===== src/rtl/tkt_pkg.sv =====
`timescale 1ns/1ps
package tkt_pkg;

  // Number of set bits of vec strictly below position idx.
  function automatic int below_count(input logic [31:0] vec, input int idx);
    int c;
    c = 0;
    for (int k = 0; k < 32; k++) begin
      if (k < idx && vec[k]) c++;
    end
    return c;
  endfunction

  // Forward distance from b to a on a ring of 2^w positions.
  function automatic int ring_gap(input int a, input int b, input int w);
    return (a - b) & ((1 << w) - 1);
  endfunction

endpackage


===== src/rtl/tkt_dispenser.sv =====
`timescale 1ns/1ps
module tkt_dispenser #(
  parameter int N_REQ = 4,
  parameter int TKT_W = 3
) (
  input  logic                     clk,
  input  logic                     rst_n,
  input  logic [N_REQ-1:0]         take,
  output logic [TKT_W-1:0]         base_q,
  output logic [N_REQ*TKT_W-1:0]   tkt_for
);
  localparam int CNT_W = $clog2(N_REQ + 1);

  logic [CNT_W-1:0] n_take;

  always_comb n_take = CNT_W'($countones(take));

  for (genvar i = 0; i < N_REQ; i++) begin : g_off
    always_comb
      tkt_for[i*TKT_W +: TKT_W] = base_q + TKT_W'(tkt_pkg::below_count(32'(take), i));
  end

  always_ff @(posedge clk or negedge rst_n) begin
    if (!rst_n) base_q <= '0;
    else        base_q <= base_q + TKT_W'(n_take);
  end

  // counter moves by exactly the accepted acquires, modulo the ring
  p_next_adv_r2: assert property (@(posedge clk) disable iff (!rst_n)
    1'b1 |=> base_q == TKT_W'($past(base_q) + TKT_W'($countones($past(take)))));

endmodule


===== src/rtl/tkt_slot.sv =====
`timescale 1ns/1ps
module tkt_slot #(
  parameter int TKT_W = 3
) (
  input  logic             clk,
  input  logic             rst_n,
  input  logic             acq,
  input  logic             rel,
  input  logic [TKT_W-1:0] tkt_in,
  input  logic [TKT_W-1:0] serve,
  output logic             take,
  output logic             held_q,
  output logic             grant,
  output logic             clear,
  output logic [TKT_W-1:0] tkt_q,
  output logic [TKT_W-1:0] gap
);
  always_comb begin
    take  = acq & ~held_q;
    grant = held_q && (tkt_q == serve);
    clear = rel & grant;
    gap   = held_q ? TKT_W'(tkt_pkg::ring_gap(int'(tkt_q), int'(serve), TKT_W)) : '0;
  end

  always_ff @(posedge clk or negedge rst_n) begin
    if (!rst_n) begin
      held_q <= 1'b0;
      tkt_q  <= '0;
    end else if (take) begin
      held_q <= 1'b1;
      tkt_q  <= tkt_in;
    end else if (clear) begin
      held_q <= 1'b0;
    end
  end

  // a held ticket is not replaced by a further acquire
  p_hold_frozen_r9: assert property (@(posedge clk) disable iff (!rst_n)
    (held_q && acq && !clear) |=> (held_q && $stable(tkt_q)));

  // a legal release frees the slot
  p_release_frees_r4: assert property (@(posedge clk) disable iff (!rst_n)
    clear |=> !held_q);

  // zero distance coincides with ownership
  p_gap_grant_r6: assert property (@(posedge clk) disable iff (!rst_n)
    held_q |-> ((gap == '0) == grant));

endmodule


===== src/rtl/tkt_owner.sv =====
`timescale 1ns/1ps
module tkt_owner #(
  parameter int N_REQ = 4,
  parameter int TKT_W = 3
) (
  input  logic             clk,
  input  logic             rst_n,
  input  logic [N_REQ-1:0] rel,
  input  logic [N_REQ-1:0] grant,
  output logic             rel_ok,
  output logic [TKT_W-1:0] serve_q,
  output logic [N_REQ-1:0] rel_err_q
);
  logic [N_REQ-1:0] bad;

  always_comb begin
    rel_ok = |(rel & grant);
    bad    = rel & ~grant;
  end

  always_ff @(posedge clk or negedge rst_n) begin
    if (!rst_n) begin
      serve_q   <= '0;
      rel_err_q <= '0;
    end else begin
      serve_q   <= serve_q + {{(TKT_W-1){1'b0}}, rel_ok};
      rel_err_q <= bad;
    end
  end

  // serving counter steps by one on a legal release
  p_serve_step_r4: assert property (@(posedge clk) disable iff (!rst_n)
    rel_ok |=> serve_q == TKT_W'($past(serve_q) + 1'b1));

  // a wrongful release alone moves nothing and is flagged
  p_bad_ignored_r8: assert property (@(posedge clk) disable iff (!rst_n)
    (!rel_ok && (|bad)) |=> ($stable(serve_q) && rel_err_q == $past(bad)));

endmodule


===== src/rtl/ticket_lock.sv =====
`timescale 1ns/1ps
module ticket_lock #(
  parameter int N_REQ = 4,
  parameter int TKT_W = $clog2(N_REQ) + 1
) (
  input  logic                   clk,
  input  logic                   rst_n,
  input  logic [N_REQ-1:0]       acq_req,
  input  logic [N_REQ-1:0]       rel_req,
  output logic [N_REQ-1:0]       tkt_valid,
  output logic [N_REQ*TKT_W-1:0] tkt_out,
  output logic [N_REQ-1:0]       grant,
  output logic [N_REQ*TKT_W-1:0] wait_dist,
  output logic [TKT_W-1:0]       next_tkt,
  output logic [TKT_W-1:0]       serve_tkt,
  output logic [N_REQ-1:0]       rel_err
);
  logic [N_REQ-1:0]       take_v;
  logic [N_REQ-1:0]       clear_v;
  logic [N_REQ*TKT_W-1:0] tkt_for;
  logic                   rel_ok;

  tkt_dispenser #(.N_REQ(N_REQ), .TKT_W(TKT_W)) u_disp (
    .clk(clk), .rst_n(rst_n), .take(take_v),
    .base_q(next_tkt), .tkt_for(tkt_for)
  );

  tkt_owner #(.N_REQ(N_REQ), .TKT_W(TKT_W)) u_own (
    .clk(clk), .rst_n(rst_n), .rel(rel_req), .grant(grant),
    .rel_ok(rel_ok), .serve_q(serve_tkt), .rel_err_q(rel_err)
  );

  for (genvar i = 0; i < N_REQ; i++) begin : g_slot
    tkt_slot #(.TKT_W(TKT_W)) u_slot (
      .clk(clk), .rst_n(rst_n),
      .acq(acq_req[i]), .rel(rel_req[i]),
      .tkt_in(tkt_for[i*TKT_W +: TKT_W]), .serve(serve_tkt),
      .take(take_v[i]), .held_q(tkt_valid[i]), .grant(grant[i]),
      .clear(clear_v[i]),
      .tkt_q(tkt_out[i*TKT_W +: TKT_W]), .gap(wait_dist[i*TKT_W +: TKT_W])
    );
  end

  // single owner
  p_grant_onehot_r3: assert property (@(posedge clk) disable iff (!rst_n)
    $onehot0(grant));

  // owner-side and slot-side views of a legal release agree
  p_release_agree_r4: assert property (@(posedge clk) disable iff (!rst_n)
    rel_ok == (|clear_v));

endmodule


===== config.mk =====
export PLATFORM = sky130hd
export DESIGN_NAME = ticket_lock
export DESIGN_NICKNAME = d
export VERILOG_FILES = /design/src/rtl/tkt_pkg.sv /design/src/rtl/tkt_dispenser.sv /design/src/rtl/tkt_slot.sv /design/src/rtl/tkt_owner.sv /design/src/rtl/ticket_lock.sv
export SDC_FILE = /design/constraint.sdc
export NUM_CORES = 1
export LEC_CHECK = 0
export BUFFER_PORTS_ARGS = -buffer_cell sky130_fd_sc_hd__buf_2
export CAP_MARGIN = 20
export CORE_MARGIN = 2
export CORE_UTILIZATION = 55
export DETAILED_ROUTE_END_ITERATION = 8
export PLACE_DENSITY_LB_ADDON = 0.15
export SLEW_MARGIN = 20
export SYNTH_ARGS = -nofsm -noshare
export SYNTH_HDL_FRONTEND = slang
export SYNTH_SLANG_ARGS = --single-unit
export TNS_END_PERCENT = 100

===== constraint.sdc =====
create_clock -name clk -period 5.3 [get_ports clk]
set_clock_uncertainty 0.1 [all_clocks]
set_input_delay 0.53 -clock clk [delete_from_list [all_inputs] [get_ports clk]]
set_output_delay 0.53 -clock clk [all_outputs]
set_load 0.05 [all_outputs]

==> results.cfg <==
[run_status]
outcome = complete, no violations

[critical_path]
path_class = register to register
regToRegStartpoint = g_slot[0].u_slot.held_q
cp-end-kind = register
r2r_cells = 10
crit_end = g_slot[3].u_slot.tkt_q[2]
r2r_slack_ns = 2.57
cp-start-kind = register
cp.arrival_ns = 2.83
path_max_fanout = 8
reg2reg_to = g_slot[3].u_slot.tkt_q[2]
crit_start = g_slot[0].u_slot.held_q
cp.required_ns = 5.41

[drt]
routed_via_density = 4.83
wl_um = 3270
dr.pass1.iters = 4
drc = 0
ant_nets = 0
avgRoutedWirePerCell_um = 13.3
vias = 1189
drt_iter0_markers = 34

[global_routing]
globalRouteTotalUtil = 0.207
grt_pass1_wl_um = 5490
antenna_found_initial = 0
grt_overflow = 0
first_global_vias = 1217
grt_max_degree = 27

[synthesis]
ys_seq_elements = 26
ys_seq_area_frac = 0.379
synthTopCellsByArea = dfrtp_1 (38%), ha_1 (13%), fa_1 (9.3%), inv_1 (5.7%), xor2_1 (4.1%)
synthCells = 171
syn-cell-area_mm2 = 0.00172
ys_async_sr_fraction = 1.00
yosys.area.top_type = dfrtp_1
postSynthAreaPerCell_um2 = 10.0
synth_ff_type = dfrtp_1
ys_warn_count = 0
synth_nets = 207
synth_edf_count = 0
ys_types = 22
synth.top_cell.area_share = 0.379
synthTopCellsByCount = dfrtp_1 (26), inv_1 (26), ha_1 (18), nor2_1 (17)

[timing]
layout_setup_ws_ns = 2.57
setup_viol = 0
grt_setup_unrepaired = no
finalHoldViolations = 0
period_share = 0.514
fmax_mhz = 367
setup-tns-final_ns = 0
maxSlewHeadroom = 0.602
worstMarginPinSlew_ns = 0.596
fin_crit_ns = 2.73
drv_slew = 0

[finish]
finalNonFillerCells = 246
drive_gt1_frac = 0.282
multi_input_area_um2 = 886
areaGrowthSynthToFinish_pct = 13.8
finalInstanceArea_mm2 = 0.00195
n_fill_cell = 254
diodes = 0
regArea_um2 = 651
nNetsFinal = 251

[floorplan]
rows = 20
die_w_um = 59.9
core-area_mm2 = 0.00300
die_height_um = 59.9
ioPinCount = 52
die_area_mm2 = 0.00358
initial_core_util = 0.572

[placement]
dpl-instance-area_mm2 = 0.00193
dp_hpwl_um = 2680
dp.cells = 243
dp_worst_setup_slack_ns = 2.40
place_congestion = 0.819
io_buffer_count = 51

[clock_network]
cts.sinks = 26
cts_buffers = 3
cts_buffer_depth = 2
htree_levels = 1
cts_root_buffer = clkbuf_4
cts_tree = built
clk_pin_slew_ns = 0.14
clk_latency_ns = 0.31
cts_resized = 0
cts_hold_buf = 0
post_cts_buffers = 0

[flow_run]
maxCapViolCount = 0

[min_path]
hp-class = input pin to async pin
-- critical path, cell delays in order, from the launching register on --
cell	delay (ns)
dfrtp_1	0.47
nor2b_1	0.41
inv_1	0.09
ha_1	0.37
xnor2_1	0.20
ha_1	0.16
inv_1	0.05
fa_1	0.37
xor2_1	0.16
xnor2_1	0.15
o21ai_0	0.08
-- cell families (layout without fill, tap and decap cells) --
family                   Yosys count  after routing  synth area share
AO/OA/AOI/OAI                     10             10            0.0291
XOR/XNOR                          16             16            0.0948
adder cells (fa/ha/maj)           26             26             0.224
buffers and inverters             38             80             0.105
flip-flops                        26             26             0.379
multiplexers                       3              3            0.0197
AND/OR/NAND/NOR                   52             52             0.148
-- state kept, by name, summed over array words and instances (netlist names) --
name                  count
g_slot.u_slot.tkt_q      12
u_disp.base_q             3
g_slot.u_slot.held_q      4
u_own.serve_q             3
u_own.rel_err_q           4
-- placed cells by master, fill, tap and decap left out --
| master | n |
|---|---|
| o21ai_0 | 9 |
| xor2_2 | 3 |
| xnor2_1 | 5 |
| nand4b_1 | 1 |
| clkbuf_4 | 3 |
| ha_1 | 18 |
| fa_1 | 8 |
| or4_1 | 1 |
| nor2b_1 | 9 |
| dfrtp_1 | 26 |
| mux2_2 | 3 |
| nor2_1 | 17 |
| buf_2 | 51 |
| nand2_1 | 9 |
| inv_1 | 26 |
| a21oi_1 | 1 |
| nand2b_1 | 3 |
| xor2_1 | 8 |
| nand3_1 | 4 |
| and2_1 | 4 |
| nor3_1 | 4 |
-- layer usage --
metal / GRT usage / part of all wire / up-vias
li1: - / - / 598
met1: 0.281 / 0.46 / 559
met2: 0.348 / 0.49 / 28
met3: 0.0260 / 0.039 / 4
met4: 0.0571 / 0.010 / 0
met5: 0 / 0 / -
-- worst min path at each step --
stage                         startpoint  depth (start not counted)  slack (ns)                   endpoint
2_1_floorplan                      rst_n                          0        0.13    g_slot[0].u_slot.held_q
3_3_place_gp   g_slot[2].u_slot.tkt_q[0]                          1        0.43  g_slot[2].u_slot.tkt_q[0]
3_5_place_dp   g_slot[2].u_slot.tkt_q[0]                          1        0.42  g_slot[2].u_slot.tkt_q[0]
4_1_cts                            rst_n                          1        0.12    g_slot[1].u_slot.held_q
5_1_grt                            rst_n                          1        0.11         u_own.rel_err_q[3]
6_report                           rst_n                          1         0.1         u_own.rel_err_q[3]
-- per-stage QoR --
stage	hold WS [ns]	util
final	0.0982	0.650
after global routing	0.105	0.650
after CTS	0.116	0.650
after detailed placement	0.417	0.643
after global placement	0.426	0.643
after floorplan	0.134	-
-- layout make-up --
class,count,share of cell area
sequential,26,0.333
multi-input combinational,107,0.454
timing repair buffer,51,0.131
tap,33,0.0211
clock buffer,3,0.0115
inverter,26,0.0500
Power is left out: the tool's default activity adds up to more than one toggle a clock period on the data nets, which glitch-free logic cannot reach.
